## config.mk

```make
export PLATFORM = sky130hd
export DESIGN_NAME = bcast_unit
export DESIGN_NICKNAME = d
export VERILOG_FILES = /design/src/rtl/bcast_pkg.sv /design/src/rtl/bcast_decode.sv /design/src/rtl/bcast_replicate.sv /design/src/rtl/bcast_unit.sv
export SDC_FILE = /design/constraint.sdc
export NUM_CORES = 1
export LEC_CHECK = 0
export BUFFER_PORTS_ARGS = -buffer_cell sky130_fd_sc_hd__buf_2
export CAP_MARGIN = 20
export CELL_PAD_IN_SITES_DETAIL_PLACEMENT = 2
export CELL_PAD_IN_SITES_GLOBAL_PLACEMENT = 2
export CORE_AREA = 2 2 143 145
export CTS_CLUSTER_SIZE = 30
export DETAILED_ROUTE_END_ITERATION = 10
export DIE_AREA = 0 0 145 147
export MAX_ROUTING_LAYER = met4
export PLACE_DENSITY = 0.89
export SLEW_MARGIN = 5
export SYNTH_ARGS = -nofsm -noshare
export SYNTH_HDL_FRONTEND = slang
export SYNTH_SLANG_ARGS = --single-unit
```

## constraint.sdc

```tcl
create_clock -name clk -period 2 [get_ports clk]
set_input_delay 0.3 -clock clk [delete_from_list [all_inputs] [get_ports clk]]
set_output_delay 0.3 -clock clk [all_outputs]
set_load 0.01 [all_outputs]
```

## src/rtl/bcast_pkg.sv

```systemverilog
package bcast_pkg;

    localparam int XLEN    = 64;
    localparam int VLEN    = 128;
    localparam int RIDX_W  = 5;
    localparam int IMM_W   = 5;
    localparam int N_SIZES = 4;
    localparam logic [RIDX_W-1:0] ZERO_REG = 5'd31;

    localparam logic [8:0] OPC_MID = 9'b0_0111_0000;
    localparam logic [5:0] OPC_LOW = 6'b000011;

    typedef enum logic [1:0] {
        ESZ_8  = 2'd0,
        ESZ_16 = 2'd1,
        ESZ_32 = 2'd2,
        ESZ_64 = 2'd3
    } esize_e;

    typedef struct packed {
        logic              hit;
        logic              undef;
        logic              wide;
        esize_e            esz;
        logic [RIDX_W-1:0] src;
        logic [RIDX_W-1:0] dst;
    } dec_t;

    typedef struct packed {
        logic              we;
        logic              undef;
        logic              wide;
        logic [RIDX_W-1:0] idx;
        logic [VLEN-1:0]   data;
    } vwr_t;

    function automatic logic opcode_hit(input logic [31:0] w);
        return (w[31] == 1'b0) && (w[29:21] == OPC_MID) && (w[15:10] == OPC_LOW);
    endfunction

    function automatic esize_e lowest_set(input logic [3:0] imm);
        esize_e r;
        casez (imm)
            4'b???1: r = ESZ_8;
            4'b??10: r = ESZ_16;
            4'b?100: r = ESZ_32;
            default: r = ESZ_64;
        endcase
        return r;
    endfunction

endpackage

```

## src/rtl/bcast_decode.sv

```systemverilog
module bcast_decode
    import bcast_pkg::*;
(
    input  logic [31:0] word,
    output dec_t        dec
);
    logic [IMM_W-1:0] imm;
    logic             no_size;
    logic             d_in_half;

    always_comb begin
        imm       = word[20:16];
        no_size   = (imm[3:0] == 4'b0000);
        d_in_half = (imm[3:0] == 4'b1000) && !word[30];

        dec.hit   = opcode_hit(word);
        dec.undef = no_size || d_in_half;
        dec.wide  = word[30];
        dec.esz   = lowest_set(imm[3:0]);
        dec.src   = word[9:5];
        dec.dst   = word[4:0];
    end
endmodule

```

## src/rtl/bcast_replicate.sv

```systemverilog
module bcast_replicate
    import bcast_pkg::*;
#(
    parameter int SRC_W = XLEN,
    parameter int VEC_W = VLEN
) (
    input  logic [SRC_W-1:0] src,
    input  logic             zero_src,
    input  esize_e           esz,
    input  logic             wide,
    output logic [VEC_W-1:0] vec
);
    localparam int HALF_W = VEC_W / 2;

    logic [SRC_W-1:0]              elem;
    logic [N_SIZES-1:0][VEC_W-1:0] cand;
    logic [VEC_W-1:0]              full;

    assign elem = zero_src ? '0 : src;

    for (genvar s = 0; s < N_SIZES; s++) begin : g_size
        localparam int EW = 8 << s;
        localparam int NL = VEC_W / EW;
        assign cand[s] = {NL{elem[EW-1:0]}};
    end

    always_comb begin
        full = cand[esz];
        vec  = wide ? full : {{HALF_W{1'b0}}, full[HALF_W-1:0]};
    end
endmodule

```

## src/rtl/bcast_unit.sv

```systemverilog
module bcast_unit
    import bcast_pkg::*;
(
    input  logic                clk,
    input  logic                rst,
    input  logic                insn_valid,
    input  logic [31:0]         insn_word,
    output logic [RIDX_W-1:0]   gpr_rd_idx,
    input  logic [XLEN-1:0]     gpr_rd_data,
    output logic                vec_we,
    output logic [RIDX_W-1:0]   vec_wr_idx,
    output logic [VLEN-1:0]     vec_wr_data,
    output logic                insn_undef
);
    dec_t            dec;
    logic [VLEN-1:0] bvec;
    vwr_t            wr_q;

    bcast_decode u_dec (
        .word (insn_word),
        .dec  (dec)
    );

    assign gpr_rd_idx = dec.src;

    bcast_replicate #(.SRC_W(XLEN), .VEC_W(VLEN)) u_rep (
        .src      (gpr_rd_data),
        .zero_src (dec.src == ZERO_REG),
        .esz      (dec.esz),
        .wide     (dec.wide),
        .vec      (bvec)
    );

    always_ff @(posedge clk) begin
        if (rst) begin
            wr_q <= '0;
        end else begin
            wr_q.we    <= insn_valid && dec.hit && !dec.undef;
            wr_q.undef <= insn_valid && dec.hit && dec.undef;
            if (insn_valid) begin
                wr_q.wide <= dec.wide;
                wr_q.idx  <= dec.dst;
                wr_q.data <= bvec;
            end
        end
    end

    assign vec_we      = wr_q.we;
    assign insn_undef  = wr_q.undef;
    assign vec_wr_idx  = wr_q.idx;
    assign vec_wr_data = wr_q.data;


    we_undef_excl_chk: assert property (@(posedge clk) disable iff (rst)
        !(vec_we && insn_undef));


    quiet_idle_chk: assert property (@(posedge clk) disable iff (rst)
        !insn_valid |=> (!vec_we && !insn_undef));


    nohit_quiet_chk: assert property (@(posedge clk) disable iff (rst)
        (insn_valid && (insn_word[31] || insn_word[15:10] != 6'b000011)) |=> (!vec_we && !insn_undef));


    undef_nosize_chk: assert property (@(posedge clk) disable iff (rst)
        (insn_valid && opcode_hit(insn_word) && insn_word[19:16] == 4'b0000) |=> (insn_undef && !vec_we));


    upper_zero_chk: assert property (@(posedge clk) disable iff (rst)
        (vec_we && !wr_q.wide) |-> (vec_wr_data[VLEN-1:XLEN] == '0));


    zero_reg_chk: assert property (@(posedge clk) disable iff (rst)
        (insn_valid && insn_word[9:5] == ZERO_REG) |=> (!vec_we || vec_wr_data == '0));


    we_pulse_chk: assert property (@(posedge clk) disable iff (rst)
        vec_we |=> (!vec_we || $past(insn_valid)));
endmodule

```

==> results of run 1 <==
-- worst max path at each step --
| stage | start | to | slack, ns | cells after the start |
|---|---|---|---|---|
| finish | insn_word[18] | vec_wr_data[116]$_SDFFE_PP0P_ | 0.57 | 5 |
| detailed placement | insn_word[18] | vec_wr_data[116]$_SDFFE_PP0P_ | 0.19 | 5 |
| global placement | insn_word[18] | vec_wr_data[52]$_SDFFE_PP0P_ | 0.24 | 5 |
| CTS | insn_word[18] | vec_wr_data[114]$_SDFFE_PP0P_ | 0.61 | 5 |
| floorplan | insn_word[17] | vec_wr_data[43]$_SDFFE_PP0P_ | 0.62 | 5 |
| global route | insn_word[18] | vec_wr_data[114]$_SDFFE_PP0P_ | 0.53 | 5 |
-- sequential cells by signal, summed over array words and instances (netlist names) --
name	count
vec_wr_data	128
vec_wr_idx	5
insn_undef	1
vec_we	1
-- worst reg2reg max path, cell delays in order, from the launching register on --
cell,delay (ns)
sky130_fd_sc_hd__dfxtp_1,0.35
sky130_fd_sc_hd__or3b_2,0.45
sky130_fd_sc_hd__o31ai_1,0.07
-- power by group through the flow --
| stage | sequential, mW | clock, mW | combinational, mW |
|---|---|---|---|
| 6_report | 2.93 | 3.14 | 1.07 |
| 5_1_grt | 2.94 | 3.29 | 1.16 |
| 4_1_cts | 2.93 | 3.19 | 1.08 |
| 3_5_place_dp | 2.98 | 0 | 1.06 |
| 3_3_place_gp | 2.98 | 0 | 1.03 |
| 2_1_floorplan | 3.05 | 0 | 0.472 |
-- routing by layer --
layer,GRT usage,vias up
li1,-,2714
met1,0.282,2889
met2,0.407,202
met3,0.0599,34
met4,0.0812,0
met5,-,-
-- layout by cell type (no fill, tap or decap), types with 2 or more instances in the layout --
master / instances
sky130_fd_sc_hd__buf_2: 235
sky130_fd_sc_hd__dfxtp_1: 135
sky130_fd_sc_hd__o32ai_1: 56
sky130_fd_sc_hd__nand2b_1: 50
sky130_fd_sc_hd__nand2_1: 50
sky130_fd_sc_hd__a21oi_1: 40
sky130_fd_sc_hd__inv_1: 40
sky130_fd_sc_hd__mux2_2: 32
sky130_fd_sc_hd__o21ai_0: 29
sky130_fd_sc_hd__buf_4: 27
sky130_fd_sc_hd__o21ai_1: 19
sky130_fd_sc_hd__clkbuf_16: 17
sky130_fd_sc_hd__mux2i_1: 13
sky130_fd_sc_hd__o21a_1: 8
sky130_fd_sc_hd__o2111ai_1: 8
sky130_fd_sc_hd__or3b_2: 8
sky130_fd_sc_hd__o31ai_1: 8
sky130_fd_sc_hd__o221ai_1: 8
sky130_fd_sc_hd__o211ai_1: 8
sky130_fd_sc_hd__o21bai_1: 8
sky130_fd_sc_hd__nor2_1: 7
sky130_fd_sc_hd__or4_1: 6
sky130_fd_sc_hd__o311ai_1: 6
sky130_fd_sc_hd__buf_12: 5
sky130_fd_sc_hd__inv_6: 4
sky130_fd_sc_hd__clkbuf_8: 3
sky130_fd_sc_hd__clkinv_4: 3
sky130_fd_sc_hd__nor2_2: 2
sky130_fd_sc_hd__or4_4: 2
sky130_fd_sc_hd__o311ai_2: 2
sky130_fd_sc_hd__nor4bb_1: 2
sky130_fd_sc_hd__clkinvlp_4: 2
sky130_fd_sc_hd__clkinv_2: 2
-- cell type report --
cell class              instances  area, µm²  share of cell area
clock buffers                  20        467              0.0585
inverters                      41        154              0.0193
repair buffers                267       1480               0.185
diodes                          1       2.50            0.000314
flip-flops and latches        135       2700               0.339
multi-input cells             385       2710               0.340
clock inverters                12        116              0.0146
well taps                     270        338              0.0424
-- through the flow --
| stage | area [µm²] | utilization |
|---|---|---|
| 2_1_floorplan | 5840 | - |
| 3_3_place_gp | 7390 | 0.372 |
| 3_5_place_dp | 7390 | 0.372 |
| 4_1_cts | 7970 | 0.402 |
| 5_1_grt | 7970 | 0.402 |
| 6_report | 7970 | 0.402 |
-- cells by family (layout without fill, tap and decap cells) --
family | count (synthesis) | count (layout) | share of synthesized area
buf+inv | 104 | 340 | 0.0778
other cells | 0 | 1 | 0
flops | 135 | 135 | 0.463
mux | 45 | 45 | 0.0840
compound gates | 203 | 203 | 0.243
simple gates | 137 | 137 | 0.132
==> flow_summary.json, run 1 <==
{
  "outcome": "completed",
  "final_cells": 1131,
  "clock_power_share": 0.440,
  "detailed_route_wire_length_um": 25100,
  "synth.ff_latch_count": 135,
  "ioPinCount": 239,
  "insertion_delay_ns": 0.42,
  "grt_util_all_layers": 0.241,
  "synthMostInstantiatedCell": "sky130_fd_sc_hd__dfxtp_1",
  "wl_met2_um": 12600,
  "largest_net_degree_at_the_start_of_global_routing": 49,
  "crit_slowest_cell": "sky130_fd_sc_hd__buf_2",
  "clkTransAtPathRegs_ns": 0.06,
  "pwr_density_cell_mw_per_mm2": 896,
  "async_reset_ff_frac": 0,
  "cts_resized": 0,
  "cts_made_buffers": 17,
  "top_signal_layer_used": "met4",
  "critical_path_sink_type": "flip-flop",
  "rsz0062_at_grt": "no",
  "initialDrtViolationCount": 279,
  "power.net_switching_mw": 2.04,
  "area.growth.synth_to_final_pct": 36.6,
  "wl_met1_um": 10600,
  "dpl.hpwl_um": 17900,
  "end_point_of_the_worst_hold_path": "vec_wr_idx[0]$_SDFFE_PP0P_",
  "top_cells_by_area_synth": "sky130_fd_sc_hd__dfxtp_1 (46%), sky130_fd_sc_hd__o32ai_1 (8.4%), sky130_fd_sc_hd__mux2_2 (6.2%)",
  "placeable_core_region_mm2": 0.0198,
  "synth_cell_types": 39,
  "synth_enable_flop_cells": 0,
  "timing.clock.skew_ns": 0,
  "htree_num_levels": 4,
  "switching_share": 0.285,
  "detail_route.drc_violations": 0,
  "met3_wirelength_um": 1320,
  "whs_path_depth": 3,
  "initial_utilization": 0.294,
  "grt_overflow_total": 0,
  "cts_root_buf": "sky130_fd_sc_hd__clkbuf_16",
  "fillers": 2214,
  "max_clock_freq_ghz": 0.702,
  "startpoint_type": "primary input",
  "grt_pass1_wl_um": 38500,
  "final_hold_viol_count": 0,
  "placedCellCount": 1098,
  "crit_family": "buffers and inverters",
  "critical_path_peak_fanout": 23,
  "post_cts_hold_buffer_count": 0,
  "die_h_um": 147,
  "max_cap_violations": 0,
  "grt_pass1_vias": 6334,
  "timing.critical_path.buf_inv": 2,
  "post_drt_wl_per_cell_um": 22.2,
  "yosys_most_used_dff": "sky130_fd_sc_hd__dfxtp_1",
  "drtPass1Iterations": 4,
  "ir_drop_mv": 0.563,
  "nets": 946,
  "synth.net_count": 723,
  "reg2reg_to": "vec_wr_data[64]$_SDFFE_PP0P_",
  "timing_max_transition_violations_final": 0,
  "p_int_mw": 5.10,
  "cts_setup_buffers": 0,
  "critical_path_arrival_ns": 1.72,
  "relSlewSlack": 0.624,
  "postSynthCellCount": 624,
  "io_buffer_count": 237,
  "tightest_slew_ns": 0.564,
  "critical_path_class": "primary input to flip-flop",
  "timing.final.ws_setup_ns": 0.575,
  "final_layout_size_suffix_gt1_frac": 0.410,
  "min_from": "insn_word[0]",
  "place.gp.congestion": 0.822,
  "required_ns": 2.30,
  "tritoncts_num_sinks": 135,
  "share_comb_of_total_power": 0.150,
  "timing.rr.start": "vec_wr_data[64]$_SDFFE_PP0P_",
  "cellLeakagePower_nw": 3.40,
  "synth.yosys.seq_area_share": 0.463,
  "hold_path_class": "primary input to flip-flop",
  "rrSetupSlack_ns": 1.04,
  "die-area_mm2": 0.0213,
  "synth_largest_type_area_fraction": 0.463,
  "cts_tree": "yes",
  "synth_area_leader_cell": "sky130_fd_sc_hd__dfxtp_1",
  "synthTopCellsByCount": "sky130_fd_sc_hd__dfxtp_1 (135), sky130_fd_sc_hd__o32ai_1 (56), sky130_fd_sc_hd__nand2_1 (50), sky130_fd_sc_hd__nand2b_1 (50)",
  "syn-mean-instance-area_um2": 9.35,
  "sequentialPowerShare": 0.410,
  "total_power_mw": 7.14,
  "preCtsSetupSlack_ns": 0.188,
  "via_count": 5839,
  "clk_path_buf_depth": 2,
  "post_drt_via_cell_ratio": 5.16,
  "fp.dieW_um": 145,
  "fp-row-count": 52,
  "ff2ff_path_depth": 2,
  "drtAntennaViolNets": 0,
  "timing.final.setup_violations": 0,
  "synth.cell_area_mm2": 0.00584,
  "grt_antenna_before_repair": 1,
  "slowest_cell_delay_on_critical_path_ns": 0.45,
  "timing.hold.ws_ns": 0.111,
  "crit_chain": "buf_2 -> buf_4 -> mux2_2 -> a21oi_1 -> o21ai_0",
  "min_period_over_period": 0.713,
  "yosys_warnings": 0,
  "fin_setup_tns_ns": 0,
  "layout_min_cycle_time_ns": 1.43
}
Power figures use the tool's default switching activity.
==> run 2, diff against run 1 <==
Settings changed: CORE_AREA 2 2 143 145 to 2 2 156 158, DIE_AREA 0 0 145 147 to 0 0 158 160, PLACE_DENSITY 0.89 to 0.8.
Clock period 2 ns to 1.3 ns, I/O delays scaled along.
==> run 2 against run 1 <==
Flip-flop and latch count is the same. The flow now finishes with violations (setup timing). Register-to-register slack got worse by 0.67 ns. Clock power is 63% higher. Combinational power rose by 64%. Hold slack lost 0.087 ns. Non-clock buffer count is 36 higher. Sequential power grew 54%. Clock skew did not move. Total power is 60% higher. Routed wire length increased by 0.62%.
==> flow_summary.json, run 2 (synthesis gave the netlist of run 1 again) <==
{
  "outcome": "complete, but fails checks",
  "failed_checks": "setup timing",
  "switching_share": 0.270,
  "via_count": 5975,
  "post_drt_wl_per_cell_um": 20.7,
  "crit_family": "buffers and inverters",
  "tritoncts_num_sinks": 135,
  "area.growth.synth_to_final_pct": 44.5,
  "multi_input_area_mm2": 0.00272,
  "pwr_density_cell_mw_per_mm2": 1350,
  "grt_util_all_layers": 0.206,
  "fp.dieW_um": 158,
  "largest_register_ffs": 128,
  "timing.final.ws_setup_ns": -0.0172,
  "place.gp.congestion": 0.785,
  "drtAntennaViolNets": 0,
  "max_clock_freq_ghz": 0.759,
  "crit_slowest_cell": "sky130_fd_sc_hd__mux2_2",
  "grt_pass1_vias": 6379,
  "tightest_slew_ns": 0.615,
  "ir_drop_mv": 0.630,
  "share_comb_of_total_power": 0.154,
  "final_layout_size_suffix_gt1_frac": 0.431,
  "critical_path_class": "primary input to flip-flop",
  "grt_overflow_total": 0,
  "required_ns": 1.59,
  "critical_path_peak_fanout": 15,
  "timing.clock.skew_ns": 0,
  "sequentialPowerShare": 0.396,
  "io_buffer_count": 237,
  "timing_max_transition_violations_final": 0,
  "relSlewSlack": 0.589,
  "clock_power_share": 0.450,
  "slowest_cell_delay_on_critical_path_ns": 0.36,
  "layout.area.seq_mm2": 0.00270,
  "layout_min_cycle_time_ns": 1.32,
  "detailed_route_wire_length_um": 25200,
  "detail_route.drc_violations": 0,
  "die_h_um": 160,
  "critical_path_sink_type": "flip-flop",
  "total_power_mw": 11.4,
  "cts_root_buf": "sky130_fd_sc_hd__clkbuf_16",
  "htree_num_levels": 4,
  "p_int_mw": 8.31,
  "insertion_delay_ns": 0.41,
  "rsz0062_at_grt": "no",
  "largest_net_degree_at_the_start_of_global_routing": 40,
  "final_hold_viol_count": 0,
  "layout_common_cells": "sky130_fd_sc_hd__buf_2 (234), sky130_fd_sc_hd__dfxtp_1 (135), sky130_fd_sc_hd__o32ai_1 (56), sky130_fd_sc_hd__buf_4 (55)",
  "layout_commonest_cell": "sky130_fd_sc_hd__buf_2",
  "fp-row-count": 57,
  "crit_chain": "buf_2 -> buf_4 -> mux2_2 -> a21oi_1 -> o32ai_1",
  "cts_tree": "yes",
  "max_cap_violations": 0,
  "grt_pass1_wl_um": 38300,
  "drtPass1Iterations": 6,
  "clkTransAtPathRegs_ns": 0.06,
  "dpl.hpwl_um": 19200,
  "ioPinCount": 239,
  "grt_antenna_before_repair": 2,
  "fillers": 2691,
  "nets": 982,
  "cellLeakagePower_nw": 3.61,
  "initialDrtViolationCount": 244,
  "die-area_mm2": 0.0253,
  "timing.final.setup_violations": 2,
  "cts_made_buffers": 17,
  "critical_path_arrival_ns": 1.61,
  "initial_utilization": 0.245,
  "min_period_over_period": 1.01,
  "startpoint_type": "primary input",
  "hold_path_class": "primary input to flip-flop",
  "post_drt_via_cell_ratio": 4.89,
  "preCtsSetupSlack_ns": -0.489,
  "clk_path_buf_depth": 2,
  "timing.critical_path.buf_inv": 2,
  "power.net_switching_mw": 3.07,
  "placeable_core_region_mm2": 0.0238
}
## run 2: final timing paths
path / end / slack [ns] / depth (start not counted) / startpoint
max: vec_wr_data[49]$_SDFFE_PP0P_ / -0.02 / 5 / insn_word[18]
min: vec_wr_idx[4]$_SDFFE_PP0P_ / 0.02 / 3 / insn_word[4]
max reg2reg: vec_wr_data[71]$_SDFFE_PP0P_ / 0.37 / 2 / vec_wr_data[71]$_SDFFE_PP0P_
min reg2reg: vec_wr_data[126]$_SDFFE_PP0P_ / 0.45 / 2 / vec_wr_data[126]$_SDFFE_PP0P_
## run 2: cell type report
cell class                      instances  share of cell area
Clock inverter                         11              0.0174
Timing Repair Buffer                  303               0.217
Tap cell                              324              0.0481
Multi-Input combinational cell        385               0.322
Sequential cell                       135               0.320
Clock buffer                           21              0.0558
Inverter                               41              0.0182
Antenna cell                            2            0.000593
## run 2: metal layers
metal / track usage / part of all wire / up-vias / routed length [µm]
met2: 0.340 / 0.49 / 180 / 12300
met5: - / 0 / - / 0
li1: - / - / 2796 / -
met4: 0.0651 / 0.024 / 0 / 595
met1: 0.255 / 0.44 / 2966 / 11200
met3: 0.0372 / 0.045 / 33 / 1140
## run 2: power by group through the flow
stage | registers [mW] | logic (mW) | clock network (mW)
finish | 4.51 | 1.76 | 5.12
global route | 4.54 | 1.91 | 5.45
detailed placement | 4.60 | 1.76 | 0
global placement | 4.60 | 1.71 | 0
CTS | 4.51 | 1.78 | 5.24
floorplan | 4.69 | 0.726 | 0
## run 2: stage by stage
stage | instance area, µm² | util | TNS [ns] | hold slack [ns] | std cells
floorplan | 5840 | - | 0 | 0.342 | 624
global placement | 7780 | 0.327 | -23.02 | 0.428 | 1186
detailed placement | 7780 | 0.327 | -27.11 | 0.440 | 1186
CTS | 8430 | 0.354 | 0 | 0.00324 | 1220
global route | 8430 | 0.354 | 0 | 0.0469 | 1222
finish | 8430 | 0.354 | -0.0192 | 0.0235 | 1222
## run 2: what timing repair did
action	CTS	global route
setup endpoints to repair	1	3
resized for setup	1	1
buffers inserted	0	0
hold endpoints to repair	2	0
hold buffers	2	0
## run 2: worst reg2reg max path, delay by kind of cell (launching register included)
family | cells | cell delay, ns
flip-flops | 1 | 0.33
AND/OR/NAND/NOR | 1 | 0.44
AO/OA/AOI/OAI | 1 | 0.08
==> run 3, diff against run 2 <==
Settings changed: ABC_AREA from default to 1, CORE_AREA 2 2 156 158 to 2 2 169 171, DIE_AREA 0 0 158 160 to 0 0 171 173, PLACE_DENSITY 0.8 to 0.78.
==> run 3 against run 2 <==
The run now ends clean. Total power increased by 1.5%. Non-clock buffer count increased by 9. Via count increased by 20%. Clock power about the same. Maximum frequency increased by 7.1%. Global-route usage increased by 0.65 points. Cell area increased by 3.8%. Hold slack got worse by 0.0097 ns. First-iteration DRC count increased by 61%. Highest routed layer unchanged.
==> flow_summary.json, run 3 <==
{
  "outcome": "completed",
  "area.growth.synth_to_final_pct": 45.5,
  "layout_min_cycle_time_ns": 1.23,
  "top_cells_by_area_synth": "sky130_fd_sc_hd__dfxtp_1 (45%), sky130_fd_sc_hd__nand2_1 (20%), sky130_fd_sc_hd__nand3_1 (11%)",
  "fin_setup_tns_ns": 0,
  "rsz0062_at_grt": "no",
  "postSynthCellCount": 889,
  "cts_tree": "yes",
  "hold_path_class": "primary input to flip-flop",
  "fp-row-count": 61,
  "final_layout_size_suffix_gt1_frac": 0.309,
  "initialDrtViolationCount": 394,
  "timing_max_transition_violations_final": 0,
  "timing.critical_path.depth": 1,
  "layout_commonest_cell": "sky130_fd_sc_hd__nand2_1",
  "final_cells": 1545,
  "cts_made_buffers": 17,
  "drtAntennaViolNets": 0,
  "fp.dieW_um": 171,
  "placeable_core_region_mm2": 0.0276,
  "insertion_delay_ns": 0.43,
  "via_count": 7143,
  "post_drt_via_cell_ratio": 4.62,
  "max_cap_violations": 0,
  "die_h_um": 173,
  "yosys_warnings": 0,
  "cts_root_buf": "sky130_fd_sc_hd__clkbuf_16",
  "ff2ff_path_depth": 2,
  "critical_path_sink_type": "output port",
  "syn-mean-instance-area_um2": 6.77,
  "critical_path_class": "flip-flop to output port",
  "critical_path_peak_fanout": 3,
  "grt_pass1_wl_um": 45700,
  "startpoint_type": "flip-flop",
  "detailed_route_wire_length_um": 30600,
  "grt_antenna_before_repair": 9,
  "required_ns": 1.11,
  "total_power_mw": 11.6,
  "whs_path_depth": 3,
  "synth_enable_flop_cells": 0,
  "clkTransAtPathRegs_ns": 0.06,
  "nets": 1243,
  "crit_slowest_cell": "sky130_fd_sc_hd__dfxtp_1",
  "yosys_most_used_dff": "sky130_fd_sc_hd__dfxtp_1",
  "timing.critical_path.buf_inv": 1,
  "grt_util_all_layers": 0.213,
  "synth.cell_area_mm2": 0.00602,
  "relSlewSlack": 0.713,
  "synth.yosys.seq_area_share": 0.449,
  "dpl.hpwl_um": 23400,
  "place.gp.congestion": 0.918,
  "drtPass1Iterations": 4,
  "layout.cell_area.non_filler_mm2": 0.00875,
  "critical_path_arrival_ns": 1.04,
  "detail_route.drc_violations": 0,
  "ir_drop_mv": 0.827,
  "synth_cell_types": 19,
  "max_clock_freq_ghz": 0.813,
  "min_period_over_period": 0.946,
  "die-area_mm2": 0.0296,
  "tritoncts_num_sinks": 135,
  "grt_overflow_total": 0,
  "cellLeakagePower_nw": 4.23,
  "largest_register_ffs": 128,
  "synth_area_leader_cell": "sky130_fd_sc_hd__dfxtp_1",
  "synthMostInstantiatedCell": "sky130_fd_sc_hd__nand2_1",
  "crit_chain": "buf_2",
  "final_hold_viol_count": 0,
  "timing.clock.skew_ns": 0,
  "synth.ff_latch_count": 135,
  "io_buffer_count": 237,
  "layout.core_utilization": 0.317,
  "synthTopCellsByCount": "sky130_fd_sc_hd__nand2_1 (324), sky130_fd_sc_hd__dfxtp_1 (135), sky130_fd_sc_hd__nand3_1 (133)",
  "initial_utilization": 0.218,
  "grt_pass1_vias": 7596,
  "timing.final.setup_violations": 0,
  "largest_net_degree_at_the_start_of_global_routing": 77,
  "layout_common_cells": "sky130_fd_sc_hd__nand2_1 (322), sky130_fd_sc_hd__buf_2 (235), sky130_fd_sc_hd__dfxtp_1 (135), sky130_fd_sc_hd__nand3_1 (133), sky130_fd_sc_hd__a21oi_1 (123)",
  "ioPinCount": 239,
  "synth.net_count": 988,
  "clk_path_buf_depth": 2,
  "pwr_density_cell_mw_per_mm2": 1320,
  "placedCellCount": 1497,
  "async_reset_ff_frac": 0,
  "tightest_slew_ns": 0.431,
  "synth_largest_type_area_fraction": 0.449,
  "crit_family": "flip-flops",
  "placed_area_mm2": 0.00802,
  "htree_num_levels": 4,
  "post_drt_wl_per_cell_um": 19.8,
  "slowest_cell_delay_on_critical_path_ns": 0.43
}
run 3: cell types whose count changed after synthesis, sizes merged, moves of 24 or more:
| cell | change |
|---|---|
| buf | +24 |
| nand2 | +281 |
| nand3 | +133 |
| o32ai | -56 |
| o21ai | -35 |
| mux2 | -32 |
| nand2b | -50 |
| a21oi | +85 |
run 3: worst paths after layout:
path                                               startpoint                           end  slack [ns]
worst max-delay path            vec_wr_data[124]$_SDFFE_PP0P_              vec_wr_data[124]        0.07
worst min-delay path                             insn_word[1]    vec_wr_idx[1]$_SDFFE_PP0P_        0.01
worst max register to register   vec_wr_data[78]$_SDFFE_PP0P_  vec_wr_data[78]$_SDFFE_PP0P_        0.54
worst min register to register   vec_wr_data[73]$_SDFFE_PP0P_  vec_wr_data[73]$_SDFFE_PP0P_        0.46
run 3: per-stage QoR:
step	setup slack [ns]	hold slack [ns]
4_1_cts	0.0476	0.00315
2_1_floorplan	0.0900	0.330
5_1_grt	0.0112	0.0523
6_report	0.0696	0.0137
3_3_place_gp	-0.359	0.419
3_5_place_dp	-0.368	0.425
run 3: logic make-up (layout without fill, tap and decap cells):
| group | Yosys count | after routing | synth area share |
|---|---|---|---|
| AND/OR/NAND/NOR | 507 | 507 | 0.355 |
| AO/OA/AOI/OAI | 140 | 140 | 0.118 |
| flip-flops | 135 | 135 | 0.449 |
| buffers and inverters | 107 | 374 | 0.0778 |
| other | 0 | 11 | 0 |
run 3: layer usage:
metal  vias up  share of wire  track usage
met5         -              0            -
met4         0          0.025       0.0720
met3        38          0.068       0.0639
met2       212           0.47        0.339
met1      3467           0.44        0.254
li1       3426              -            -
run 3: area by class of cell:
cell class	count	area (µm²)
clock buffers	18	439
multi-input cells	647	2870
well taps	378	473
flip-flops and latches	135	2700
repair buffers	312	1950
inverters	31	121
clock inverters	13	173
diodes	11	27.5
fillers	3379	18900
run 3: power breakdown:
part	total, mW	internal, mW	leakage (nW)	switching (mW)
registers	4.49	4.36	1.11	0.133
logic	1.94	0.717	2.84	1.22
clock network	5.13	3.08	0.286	2.04
total	11.6	8.16	4.23	3.40
run 3: repair_timing:
action / in CTS / in global routing
hold buffers: 4 / 0
endpoints found under the setup margin: 0 / 19
setup buffers: 0 / 1
resized for setup: 0 / 8
endpoints found under the hold margin: 4 / 0
run 3: worst min-delay path, stage by stage:
cell                     delay [ns]
sky130_fd_sc_hd__buf_2         0.08
sky130_fd_sc_hd__nor2_1        0.03
sky130_fd_sc_hd__nor2_1        0.10
